$ cat config.mk
export PLATFORM = sky130hd
export DESIGN_NAME = ctl_port_mode_detect
export DESIGN_NICKNAME = d
export VERILOG_FILES = /design/src/rtl/cpm_pkg.sv /design/src/rtl/cpm_datapath.sv /design/src/rtl/cpm_control.sv /design/src/rtl/ctl_port_mode_detect.sv
export SDC_FILE = /design/constraint.sdc
export NUM_CORES = 1
export LEC_CHECK = 0
export BUFFER_PORTS_ARGS = -buffer_cell sky130_fd_sc_hd__buf_2
export CAP_MARGIN = 20
export CORE_AREA = 2 2 39 41
export CTS_BUF_LIST = sky130_fd_sc_hd__clkbuf_8
export DETAILED_ROUTE_END_ITERATION = 10
export DIE_AREA = 0 0 41 43
export GPL_TIMING_DRIVEN = 0
export HOLD_SLACK_MARGIN = 0.02
export PLACE_DENSITY = 0.45
export SYNTH_ARGS = -nofsm -noshare
export SYNTH_HDL_FRONTEND = slang
export SYNTH_HIERARCHICAL = 1
export SYNTH_SLANG_ARGS = --single-unit
$ cat constraint.sdc
create_clock -name clk -period 1.3 [get_ports clk]
set_input_delay 0.13 -clock clk [delete_from_list [all_inputs] [get_ports clk]]
set_output_delay 0.13 -clock clk [all_outputs]
set_load 0.005 [all_outputs]
$ cat src/rtl/cpm_pkg.sv
package cpm_pkg;
  typedef enum logic {
    MODE_I2C = 1'b0,
    MODE_SPI = 1'b1
  } portMode_t;

  // Strobes from control to datapath
  typedef struct packed {
    logic freeze;   // stop pulse qualification
    logic spiSel;   // gate address outputs
  } cpmCmd_t;
endpackage

$ cat src/rtl/cpm_datapath.sv
module cpm_datapath
  import cpm_pkg::*;
#(
  parameter int SYNC_STAGES = 2,
  parameter int MIN_LOW     = 1
) (
  input  logic       clk,
  input  logic       rst,
  input  logic       selPin,
  input  logic       mosiPin,
  input  cpmCmd_t    cmd,
  output logic       pulseSeen,
  output logic [1:0] addrBits
);
  localparam int RUN_W = $clog2(MIN_LOW + 1);
  localparam logic [RUN_W-1:0] RUN_MAX = RUN_W'(MIN_LOW);

  logic [SYNC_STAGES-1:0] selChain;
  logic [SYNC_STAGES-1:0] mosiChain;
  logic selSync, mosiSync, selPrev;
  logic [RUN_W-1:0] lowRun;

  // Synchronizers; select idles high, so reset it high
  always_ff @(posedge clk) begin
    if (rst) begin
      selChain  <= '1;
      mosiChain <= '0;
    end else begin
      selChain  <= {selChain[SYNC_STAGES-2:0], selPin};
      mosiChain <= {mosiChain[SYNC_STAGES-2:0], mosiPin};
    end
  end

  assign selSync  = selChain[SYNC_STAGES-1];
  assign mosiSync = mosiChain[SYNC_STAGES-1];

  // Width of the current low level, in sampled cycles, saturating
  always_ff @(posedge clk) begin
    if (rst || cmd.freeze) begin
      lowRun  <= '0;
      selPrev <= 1'b1;
    end else begin
      selPrev <= selSync;
      if (!selSync) begin
        if (lowRun != RUN_MAX) lowRun <= lowRun + 1'b1;
      end else begin
        lowRun <= '0;
      end
    end
  end

  // A qualified pulse ends on the sampled rising edge
  assign pulseSeen = selSync && !selPrev && (lowRun == RUN_MAX) && !cmd.freeze;

  assign addrBits = cmd.spiSel ? 2'b00 : {mosiSync, selSync};
endmodule

$ cat src/rtl/cpm_control.sv
module cpm_control
  import cpm_pkg::*;
#(
  parameter int PULSE_TARGET = 3
) (
  input  logic    clk,
  input  logic    rst,
  input  logic    pulseSeen,
  output cpmCmd_t cmd,
  output logic    spiMode,
  output logic    modeChanged
);
  localparam int CNT_W = $clog2(PULSE_TARGET + 1);
  localparam logic [CNT_W-1:0] CNT_LAST = CNT_W'(PULSE_TARGET - 1);
  localparam logic [CNT_W-1:0] CNT_SAT  = CNT_W'(PULSE_TARGET);

  portMode_t modeQ;
  logic [CNT_W-1:0] pulseCnt;
  logic strobeQ;

  always_ff @(posedge clk) begin
    if (rst) begin
      modeQ    <= MODE_I2C;
      pulseCnt <= '0;
      strobeQ  <= 1'b0;
    end else begin
      strobeQ <= 1'b0;
      if (modeQ == MODE_I2C && pulseSeen) begin
        if (pulseCnt == CNT_LAST) begin
          modeQ    <= MODE_SPI;
          pulseCnt <= CNT_SAT;
          strobeQ  <= 1'b1;
        end else begin
          pulseCnt <= pulseCnt + 1'b1;
        end
      end
    end
  end

  assign cmd.freeze   = (modeQ == MODE_SPI) || (pulseCnt == CNT_SAT);
  assign cmd.spiSel   = (modeQ == MODE_SPI);
  assign spiMode      = (modeQ == MODE_SPI);
  assign modeChanged  = strobeQ;
endmodule

$ cat src/rtl/ctl_port_mode_detect.sv
module ctl_port_mode_detect
  import cpm_pkg::*;
#(
  parameter int SYNC_STAGES  = 2,
  parameter int MIN_LOW      = 1,
  parameter int PULSE_TARGET = 3
) (
  input  logic       clk,
  input  logic       rst,
  input  logic       selPin,
  input  logic       mosiPin,
  output logic       spiMode,
  output logic       modeChanged,
  output logic [1:0] addrBits
);
  cpmCmd_t cmd;
  logic pulseSeen;

  cpm_datapath #(.SYNC_STAGES(SYNC_STAGES), .MIN_LOW(MIN_LOW)) u_dp (
    .clk(clk), .rst(rst), .selPin(selPin), .mosiPin(mosiPin),
    .cmd(cmd), .pulseSeen(pulseSeen), .addrBits(addrBits)
  );

  cpm_control #(.PULSE_TARGET(PULSE_TARGET)) u_ctl (
    .clk(clk), .rst(rst), .pulseSeen(pulseSeen),
    .cmd(cmd), .spiMode(spiMode), .modeChanged(modeChanged)
  );
endmodule

==> flow_metrics.tcl <==
set metrics [dict create \
    initial_core_util 0.274 \
    p_switching_mw 0.118 \
    cap_viol_max_count 0 \
    via_per_inst 4.41 \
    synth_cell_type_count 15 \
    dp_cells 56 \
    min_period_ns 1.44 \
    criticalPathCategory "reg -> reg" \
    post-route-period-util 1.11 \
    worst_r2r_endpoint "u_ctl/pulseCnt[0]$_SDFFE_PP0P_" \
    place_congestion 0.624 \
    cp-startpoint "u_ctl/pulseCnt[1]$_SDFFE_PP0P_" \
    power_frac_clock 0.477 \
    multiInputGateArea_um2 196 \
    synth_warnings 6 \
    synth_sequential_area_ratio 0.528 \
    routed_wl_um 717 \
    worst_ep_required_time_ns 1.41 \
    dr.pass1.iters 4 \
    cts_tree "done" \
    clk_latency_ns 0.23 \
    routedWlPerCell_um 11.4 \
    rrSetupSlack_ns -0.14 \
    drive_above_1_share 0.532 \
    yosys.area.top_type "dfxtp_1" \
    reg2regPathDepth 5 \
    fillCellCount 142 \
    gr-usage-all-layers 0.104 \
    leakagePower_nw 0.226 \
    grt_pass1_wl_um 1150 \
    cts_max_level 1 \
    nNetsFinal 55 \
    cts_sinks 10 \
    num_antenna_cells 0 \
    die_h_um 43 \
    hold_class "in -> reg" \
    avgSynthCellArea_um2 11.5 \
    grt_max_degree 11 \
    syn_area_um2 379 \
    core_area_um2 1380 \
    skew_ns 0.00310 \
    clockBufferDepth 2 \
    synth_cells 33 \
    power_density_nw_per_um2 1190 \
    finalMaxSlewViolations 0 \
    power_frac_comb 0.031 \
    die_w_um 41 \
    worstSetupStartpointType "flop" \
    ioPinCount 8 \
    vdd_drop_max_mv 0.570 \
    fmax_mhz 695 \
    p_total_mw 0.645 \
    grt_pass1_vias 247 \
    ys_top_cells_by_area "dfxtp_1 (53%), a211oi_2 (6.6%), and4bb_1 (6.6%)" \
    cell_internal_pwr_mw 0.527 \
    end_kind "flop" \
    antenna_left 0 \
    status "finished with violations" \
    antenna_found_initial 0 \
    cp.arrival_ns 1.55 \
    io_buffers 7 \
    hpwl_um 452 \
    grt-ovfl-total 0 \
    yosys_register_bits 10 \
    rsz0062_at_grt "yes" \
    syn_nets 39 \
    num_vias 278 \
    violations "setup timing" \
    final_core_util 0.393 \
    fin_cells 63 \
    tightest_slew_ns 0.228 \
    clockRootBuffer "clkbuf_8" \
    timing.rr.start "u_ctl/pulseCnt[1]$_SDFFE_PP0P_" \
    area_growth_pct 43.6 \
    rows 14 \
    sw_frac_of_total 0.183 \
    setup_viol 4 \
    hold_buffers 0 \
    critical_path_peak_fanout 4 \
    synth_top_area_share 0.528 \
    maxSlewHeadroom 0.848 \
    dieArea_um2 1760 \
    path_clk_slew_ns 0.05 \
    drc 0 \
    timing.final.ws_setup_ns -0.140 \
    finalHoldViolCount 0 \
    setup_tns_ns -0.373 \
    area.sequential_um2 203 \
    numCtsBuffers 3 \
    endpoint "u_ctl/pulseCnt[0]$_SDFFE_PP0P_" \
    p_seq_frac 0.493 \
    drt_iter0_markers 2 \
]
state kept, by name, summed over array words and instances (netlist names):
name and cells:
u_ctl/modeChanged 1, u_ctl/pulseCnt 2, u_ctl/spiMode 1, u_dp/lowRun 1
u_dp/mosiChain 2, u_dp/selChain 2, u_dp/selPrev 1
cells in the final DEF (no fill, tap or decap):
master,instances
dfxtp_1,8
buf_2,7
buf_4,4
nor2b_1,4
clkbuf_8,3
inv_1,2
a211oi_2,2
dfxtp_2,2
or2_1,2
or2_4,1
a21oi_2,1
nor2_1,1
nand2b_4,1
and3b_1,1
nor3b_2,1
and4bb_1,1
ha_1,1
ha_4,1
and4bb_4,1
or3_1,1
nor3_1,1
buf_6,1
cells by family (layout without fill, tap and decap cells):
family	count (synthesis)	after routing	synth area share
flip-flops	10	10	0.528
AO/OA/AOI/OAI	3	3	0.0792
AND/OR/NAND/NOR	15	15	0.287
adder cells (fa/ha/maj)	2	2	0.0660
buffers and inverters	3	17	0.0396
Yosys cell counts:
cell and n:
dfxtp_1 10, buf_4 1, or3_1 1, a211oi_2 2, nor2_1 1, nand2b_2 1
or2_1 3, nor3_1 1, ha_1 2, a21oi_1 1, and4bb_1 2, inv_1 2
and3b_1 1, nor2b_1 4, nor3b_1 1
routing by layer:
metal	vias to the layer above	global-route usage	part of all wire
met3	2	0.0471	0.059
met1	130	0.114	0.40
li1	138	-	-
met2	8	0.147	0.53
met4	0	0.0800	0.014
met5	-	0	0
metrics by stage:
| stage | cell area [um^2] | setup WS (ns) | hold slack [ns] |
|---|---|---|---|
| after floorplan | 379 | -0.0629 | 0.195 |
| after global placement | 434 | -0.157 | 0.311 |
| after detailed placement | 434 | -0.175 | 0.312 |
| after CTS | 505 | -0.187 | 0.0707 |
| after global routing | 544 | -0.199 | 0.0847 |
| final | 544 | -0.140 | 0.0732 |
what timing repair did:
action                     CTS  global route
gates resized for setup      6             5
pin swaps                    5             5
setup endpoints to repair    4             5
gates cloned                 0             0
hold endpoints to repair     0             0
buffers inserted             2             2
power groups by stage:
stage          clock network (mW)  logic [mW]  registers (mW)
6_report                    0.308      0.0197           0.318
4_1_cts                     0.322      0.0195           0.317
5_1_grt                     0.337      0.0222           0.318
3_3_place_gp                    0      0.0182           0.323
3_5_place_dp                    0      0.0189           0.323
2_1_floorplan                   0     0.00759           0.322
worst max-delay path: stages (launching register included):
cell,delay [ns]
dfxtp_2,0.33
ha_4,0.15
or2_4,0.22
and4bb_4,0.34
and4bb_1,0.23
a211oi_2,0.04
how the worst min path moves through the flow:
stage               startpoint                        endpoint  slack, ns  cells past startpoint
finish                  selPin     u_dp/selChain[0]$_SDFF_PP1_       0.07                      2
global route            selPin     u_dp/selChain[0]$_SDFF_PP1_       0.08                      2
CTS                     selPin     u_dp/selChain[0]$_SDFF_PP1_       0.07                      2
detailed placement      selPin     u_dp/selChain[0]$_SDFF_PP1_       0.31                      2
global placement        selPin     u_dp/selChain[0]$_SDFF_PP1_       0.31                      2
floorplan                  rst  u_ctl/pulseCnt[0]$_SDFFE_PP0P_       0.19                      1
cell type report:
| type | instances | share of cell area |
|---|---|---|
| plain buffers | 1 | 0.0138 |
| clock buffers | 3 | 0.0759 |
| inverters | 2 | 0.0138 |
| multi-input cells | 20 | 0.361 |
| flip-flops and latches | 10 | 0.372 |
| well taps | 16 | 0.0368 |
| repair buffers | 11 | 0.126 |
(Power assumes the default switching activity.)
